## config.mk

```make
export PLATFORM = sky130hd
export DESIGN_NAME = exc_thread_splicer
export DESIGN_NICKNAME = d
export VERILOG_FILES = /design/src/rtl/exc_splice_pkg.sv /design/src/rtl/exc_ctx_alloc.sv /design/src/rtl/exc_ctx_slot.sv /design/src/rtl/exc_retire_gate.sv /design/src/rtl/exc_thread_splicer.sv
export SDC_FILE = /design/constraint.sdc
export NUM_CORES = 1
export LEC_CHECK = 0
export BUFFER_PORTS_ARGS = -buffer_cell sky130_fd_sc_hd__buf_4
export CORE_MARGIN = 5
export CORE_UTILIZATION = 55
export DETAILED_ROUTE_END_ITERATION = 10
export PLACE_DENSITY = 0.86
export SLEW_MARGIN = 15
export SYNTH_ARGS = -nofsm -noshare
export SYNTH_HDL_FRONTEND = slang
export SYNTH_HIERARCHICAL = 1
export SYNTH_SLANG_ARGS = --single-unit
export TNS_END_PERCENT = 1
```

## constraint.sdc

```tcl
create_clock -name clk -period 3.04 [get_ports clk]
set_input_delay 0.608 -clock clk [delete_from_list [all_inputs] [get_ports clk]]
set_output_delay 0.608 -clock clk [all_outputs]
set_load 0.005 [all_outputs]
```

## src/rtl/exc_splice_pkg.sv

```systemverilog
package exc_splice_pkg;

  typedef enum logic [1:0] {
    CTX_APP  = 2'd0,
    CTX_FREE = 2'd1,
    CTX_HNDL = 2'd2
  } ctx_state_e;

  // a older than b in a modulo 2^w sequence space
  function automatic logic seq_is_older(input logic [31:0] a, input logic [31:0] b, input int w);
    logic [31:0] d;
    d = a - b;
    return d[w-1];
  endfunction

  // a at or younger than b
  function automatic logic seq_at_or_after(input logic [31:0] a, input logic [31:0] b, input int w);
    return !seq_is_older(a, b, w);
  endfunction

endpackage

```

## src/rtl/exc_ctx_alloc.sv

```systemverilog
module exc_ctx_alloc #(
  parameter int NUM_CTX = 4,
  localparam int CTX_W = (NUM_CTX > 1) ? $clog2(NUM_CTX) : 1
) (
  input  logic [NUM_CTX-1:0] free_vec,
  input  logic               req,
  output logic               grant_valid,
  output logic [CTX_W-1:0]   grant_idx,
  output logic [NUM_CTX-1:0] grant_oh,
  output logic               none_free
);
  logic [NUM_CTX-1:0] lowest;

  // isolate lowest set bit
  assign lowest    = free_vec & (~free_vec + 1'b1);
  assign none_free = (free_vec == '0);
  assign grant_valid = req && !none_free;
  assign grant_oh  = grant_valid ? lowest : '0;

  always_comb begin
    grant_idx = '0;
    for (int i = NUM_CTX - 1; i >= 0; i--) begin
      if (free_vec[i]) grant_idx = i[CTX_W-1:0];
    end
  end
endmodule

```

## src/rtl/exc_ctx_slot.sv

```systemverilog
module exc_ctx_slot
  import exc_splice_pkg::*;
#(
  parameter int SEQ_W = 6,
  parameter int CTX_W = 2,
  parameter bit START_APP = 1'b0
) (
  input  logic             clk,
  input  logic             rst_n,
  input  logic             alloc_hit,
  input  logic [CTX_W-1:0] alloc_tid,
  input  logic [SEQ_W-1:0] alloc_seq,
  input  logic             sq_valid,
  input  logic [CTX_W-1:0] sq_tid,
  input  logic [SEQ_W-1:0] sq_seq,
  input  logic             rfe_hit,
  input  logic             hard_hit,
  input  logic             relink_hit,
  input  logic [SEQ_W-1:0] relink_seq,
  output ctx_state_e       state_q,
  output logic [CTX_W-1:0] owner_q,
  output logic [SEQ_W-1:0] spl_seq_q,
  output logic             release_ev
);
  logic is_hndl, squash_hit, relink_take;

  assign is_hndl    = (state_q == CTX_HNDL);
  assign squash_hit = is_hndl && sq_valid && (sq_tid == owner_q) &&
                      seq_at_or_after(32'(spl_seq_q), 32'(sq_seq), SEQ_W);
  assign release_ev = squash_hit || (is_hndl && (rfe_hit || hard_hit));
  assign relink_take = is_hndl && relink_hit &&
                       seq_is_older(32'(relink_seq), 32'(spl_seq_q), SEQ_W);

  always_ff @(posedge clk) begin
    if (!rst_n) begin
      state_q   <= START_APP ? CTX_APP : CTX_FREE;
      owner_q   <= '0;
      spl_seq_q <= '0;
    end else if (release_ev) begin
      state_q <= CTX_FREE;
    end else if (alloc_hit && state_q == CTX_FREE) begin
      state_q   <= CTX_HNDL;
      owner_q   <= alloc_tid;
      spl_seq_q <= alloc_seq;
    end else if (relink_take) begin
      spl_seq_q <= relink_seq;
    end
  end
endmodule

```

## src/rtl/exc_retire_gate.sv

```systemverilog
module exc_retire_gate #(
  parameter int NUM_CTX = 4,
  parameter int SEQ_W = 6,
  localparam int CTX_W = (NUM_CTX > 1) ? $clog2(NUM_CTX) : 1
) (
  input  logic [NUM_CTX-1:0]            is_app,
  input  logic [NUM_CTX-1:0]            is_hndl,
  input  logic [NUM_CTX-1:0][CTX_W-1:0] owner,
  input  logic [NUM_CTX-1:0][SEQ_W-1:0] spl_seq,
  input  logic [NUM_CTX-1:0]            head_valid,
  input  logic [NUM_CTX-1:0][SEQ_W-1:0] head_seq,
  output logic [NUM_CTX-1:0]            splice_on,
  output logic [NUM_CTX-1:0]            owner_frozen,
  output logic [NUM_CTX-1:0]            retire_en
);
  for (genvar c = 0; c < NUM_CTX; c++) begin : g_splice
    assign splice_on[c] = is_hndl[c] && (head_seq[owner[c]] == spl_seq[c]);
  end

  always_comb begin
    owner_frozen = '0;
    for (int c = 0; c < NUM_CTX; c++) begin
      if (splice_on[c]) owner_frozen[owner[c]] = 1'b1;
    end
  end

  for (genvar t = 0; t < NUM_CTX; t++) begin : g_ret
    assign retire_en[t] = head_valid[t] &&
                          ((is_app[t] && !owner_frozen[t]) || splice_on[t]);
  end
endmodule

```

## src/rtl/exc_thread_splicer.sv

```systemverilog
module exc_thread_splicer
  import exc_splice_pkg::*;
#(
  parameter int NUM_CTX = 4,
  parameter int SEQ_W = 6,
  parameter logic [NUM_CTX-1:0] APP_MASK = 4'b0011,
  localparam int CTX_W = (NUM_CTX > 1) ? $clog2(NUM_CTX) : 1
) (
  input  logic                     clk,
  input  logic                     rst_n,
  input  logic                     exc_valid,
  input  logic [CTX_W-1:0]         exc_tid,
  input  logic [SEQ_W-1:0]         exc_seq,
  input  logic [NUM_CTX-1:0]       head_valid,
  input  logic [NUM_CTX*SEQ_W-1:0] head_seq,
  input  logic                     sq_valid,
  input  logic [CTX_W-1:0]         sq_tid,
  input  logic [SEQ_W-1:0]         sq_seq,
  input  logic                     rfe_valid,
  input  logic [CTX_W-1:0]         rfe_ctx,
  input  logic                     relink_valid,
  input  logic [CTX_W-1:0]         relink_ctx,
  input  logic [SEQ_W-1:0]         relink_seq,
  input  logic                     hard_valid,
  input  logic [CTX_W-1:0]         hard_ctx,
  output logic                     alloc_valid,
  output logic [CTX_W-1:0]         alloc_ctx,
  output logic                     fallback,
  output logic [NUM_CTX-1:0]       retire_en,
  output logic                     hard_sq_valid,
  output logic [CTX_W-1:0]         hard_sq_tid,
  output logic [SEQ_W-1:0]         hard_sq_seq
);
  logic [NUM_CTX-1:0]            is_app, is_free, is_hndl;
  logic [NUM_CTX-1:0][CTX_W-1:0] owner;
  logic [NUM_CTX-1:0][SEQ_W-1:0] spl_seq, head_arr;
  logic [NUM_CTX-1:0]            grant_oh, splice_on, owner_frozen, release_ev;
  logic                          none_free;

  for (genvar i = 0; i < NUM_CTX; i++) begin : g_head
    assign head_arr[i] = head_seq[i*SEQ_W +: SEQ_W];
  end

  exc_ctx_alloc #(.NUM_CTX(NUM_CTX)) u_alloc (
    .free_vec   (is_free),
    .req        (exc_valid),
    .grant_valid(alloc_valid),
    .grant_idx  (alloc_ctx),
    .grant_oh   (grant_oh),
    .none_free  (none_free)
  );

  assign fallback = exc_valid && none_free;

  for (genvar c = 0; c < NUM_CTX; c++) begin : g_ctx
    ctx_state_e st;
    logic rfe_hit, hard_hit, relink_hit;

    assign rfe_hit    = rfe_valid && (rfe_ctx == CTX_W'(c)) && splice_on[c];
    assign hard_hit   = hard_valid && (hard_ctx == CTX_W'(c));
    assign relink_hit = relink_valid && (relink_ctx == CTX_W'(c));

    exc_ctx_slot #(.SEQ_W(SEQ_W), .CTX_W(CTX_W), .START_APP(APP_MASK[c])) u_slot (
      .clk       (clk),
      .rst_n     (rst_n),
      .alloc_hit (grant_oh[c]),
      .alloc_tid (exc_tid),
      .alloc_seq (exc_seq),
      .sq_valid  (sq_valid),
      .sq_tid    (sq_tid),
      .sq_seq    (sq_seq),
      .rfe_hit   (rfe_hit),
      .hard_hit  (hard_hit),
      .relink_hit(relink_hit),
      .relink_seq(relink_seq),
      .state_q   (st),
      .owner_q   (owner[c]),
      .spl_seq_q (spl_seq[c]),
      .release_ev(release_ev[c])
    );

    assign is_app[c]  = (st == CTX_APP);
    assign is_free[c] = (st == CTX_FREE);
    assign is_hndl[c] = (st == CTX_HNDL);
  end

  exc_retire_gate #(.NUM_CTX(NUM_CTX), .SEQ_W(SEQ_W)) u_gate (
    .is_app      (is_app),
    .is_hndl     (is_hndl),
    .owner       (owner),
    .spl_seq     (spl_seq),
    .head_valid  (head_valid),
    .head_seq    (head_arr),
    .splice_on   (splice_on),
    .owner_frozen(owner_frozen),
    .retire_en   (retire_en)
  );

  assign hard_sq_valid = hard_valid && is_hndl[hard_ctx];
  assign hard_sq_tid   = owner[hard_ctx];
  assign hard_sq_seq   = spl_seq[hard_ctx];
endmodule

```

==> impl_results.md <==
- Clock-pin slew on the worst setup and hold paths: 0.08 ns
- Outcome: complete, no violations
- Gr usage total: 31.7%
- Vias: 5372
- Hold slack final: 0.569 ns
- First-pass GRT wire length: 28.8 mm
- Synth warn: 6
- Overall power: around 1.9 mW
- WL final: 18.6 mm
- Clock Power Share: 18.7%
- Peak VDD IR: roughly 0.30 mV
- Die Ht: 108 µm
- Minimum clock period: between 3 and 4 ns
- Fill cells: 741
- Initial antenna violation count: 0
- Largest buffer count on any clock path: 2
- LEAKAGE: 2.78 nW
- Relative slew slack: 55.6%
- Seq. cell area: 822 µm²
- Nets: just under 800
- Clock Latency Late Sink: 0.29 ns
- Switching power: 0.745 mW
- Arrival time at the worst endpoint: around 2.4 ns
- Fraction of final layout cells with drive strength greater than 1: around 30%
- Port bufs: 79
- Die width: roughly 110 µm
- Int Pwr: ~1.1 mW
- Largest net degree at the start of global routing: 13
- Post-Syn Area per Cell: 8.78 µm²
- Finished Core Util: 68.1%
- Worst Path Max Fanout: 6
- Fmax: 0.330 GHz
- Core area: 9280 µm²
- Skew final: 0.00632 ns
- CTS tree: done
- Number of core rows: 35
- Fin worst setup slack: 0.0117 ns
- Syn-to-layout area delta: 19.7%
- Routed len/inst: 22.5 µm
- Setup Viol. Count Final: 0
- Die Area: 11700 µm²
- Multi-input logic area: 4230 µm²
- Place WS: 0.0369 ns
- Seq pwr share: a little over a third
- H-tree levels: 2
- Max-slew violations: 0
- DPL Wire Length: roughly 15 mm
- RSZ-0062 raised after global routing: yes
- Final period util: approximately 100%
- Final ANT Viol Nets: 0
- PwrDens: 297 nW/µm²
- DR pass1 iterations: 5
- Combinational fraction of design power: between 40% and 50%
- Layout Cells excl Fill: 828
- Switching Fraction: 39.7%
- IO Pins: 80
- Root Driver: clkbuf_8
- Vias in the first global route: between 5000 and 6000
- WP data required: 2.43 ns
- RD Place Congestion: 1.00
- Mapped Area: 5280 µm²
- Synth Net Count: 697
- Max-cap violations: 0
- GRT overflow: 0
- TritonCTS Buffers: 5
- DP Cell Count: 818
- CP Capture Type: primary output
- Initial Util: 56.9%
- Drt first-iter violations: around 470
- Critical path type: register to primary output
- Startpoint class of the critical path: register
- Post-Syn Instances: 602
- Tightest Pin Transition: 0.665 ns
- Clock sink count: 40
- DR DRC count: 0
- Via/cell ratio: 6.49
- Hold buffer count at CTS: 0
- Hold Crit Class: register to register
- Final hold vios: 0
- Ant. Diodes: 0
per-stage QoR:
step | TNS (ns) | cell area, µm²
2_1_floorplan | 0 | 5280
3_3_place_gp | 0 | 6080
3_5_place_dp | 0 | 6080
4_1_cts | 0 | 6170
5_1_grt | -0.236 | 6320
6_report | 0 | 6320
critical path, stage by stage, from the launching register on:
cell	delay (ns)
dfxtp_4	0.43
mux2i_2	0.30
xnor2_1	0.11
nor3_1	0.25
buf_4	0.18
nor2_4	0.04
buf_4	0.12
or3_1	0.37
nand4_1	0.10
o2bb2ai_1	0.08
buf_4	0.14
cells in the final DEF, fill, tap and decap left out, types with 4 or more instances in the layout:
cell type / count
a211oi_2: 12
a21o_1: 8
a21oi_1: 14
a21oi_2: 4
a221oi_1: 12
a311o_1: 4
a31oi_1: 20
and2_1: 4
and3_1: 9
and3_2: 10
buf_4: 111
clkbuf_8: 5
clkinv_1: 4
dfxtp_1: 33
dfxtp_4: 5
ha_1: 32
inv_1: 39
mux2i_1: 61
mux2i_2: 5
mux4_2: 13
nand2_1: 39
nand2b_1: 6
nand3_1: 11
nand3b_1: 6
nand4_1: 10
nor2_1: 30
nor2b_1: 17
nor3_1: 12
o21ai_0: 7
o21ai_1: 6
o21ai_4: 5
or3_1: 4
xnor2_1: 38
xor2_1: 32
flip-flops by register name, summed over array words and instances, names as in the netlist:
name                    cells
g_ctx.u_slot/owner_q        8
g_ctx.u_slot/state_q        8
g_ctx.u_slot/spl_seq_q     24
final cells by class:
cell class	count	share of cell area [%]
clock buffer	5	1.09
clock inverter	2	0.198
inverter	43	2.55
multi-input combinational	495	66.9
sequential	40	13.0
tap	129	2.55
timing repair buffer	114	13.7
worst paths after layout:
path,to,startpoint,slack (ns),cells past startpoint
hold reg to reg,g_ctx[1].u_slot/state_q[0],g_ctx[1].u_slot/state_q[0],0.57,2
setup / recovery,retire_en[3],g_ctx[0].u_slot/owner_q[1],0.01,10
setup reg to reg,g_ctx[0].u_slot/spl_seq_q[1],g_ctx[0].u_slot/owner_q[1],0.11,12
hold / removal,g_ctx[1].u_slot/state_q[0],g_ctx[1].u_slot/state_q[0],0.57,2
layer usage:
layer | up-vias | track usage (%) | wire length (µm)
met5 | - | 0 | 0
met3 | 88 | 6.15 | 1910
met4 | 0 | 18.5 | 1150
met2 | 349 | 51.2 | 8450
li1 | 2417 | - | -
met1 | 2518 | 39.2 | 7080
repair_timing:
item | 4_1_cts | 5_1_grt
endpoints found under the setup margin | 4 | 4
resized for setup | 8 | 28
setup buffers | 0 | 3
endpoints found under the hold margin | 0 | 0
gates cloned | 0 | 0
pin swaps | 0 | 6
power groups by stage:
stage          registers (mW)  logic, mW  clock network (mW)
2_1_floorplan           0.620      0.581                   0
3_3_place_gp            0.663      0.802                   0
3_5_place_dp            0.666      0.832                   0
4_1_cts                 0.652      0.837               0.356
5_1_grt                 0.663      0.939               0.379
6_report                0.655      0.870               0.351
No activity file was read; power rests on OpenSTA's default activity.
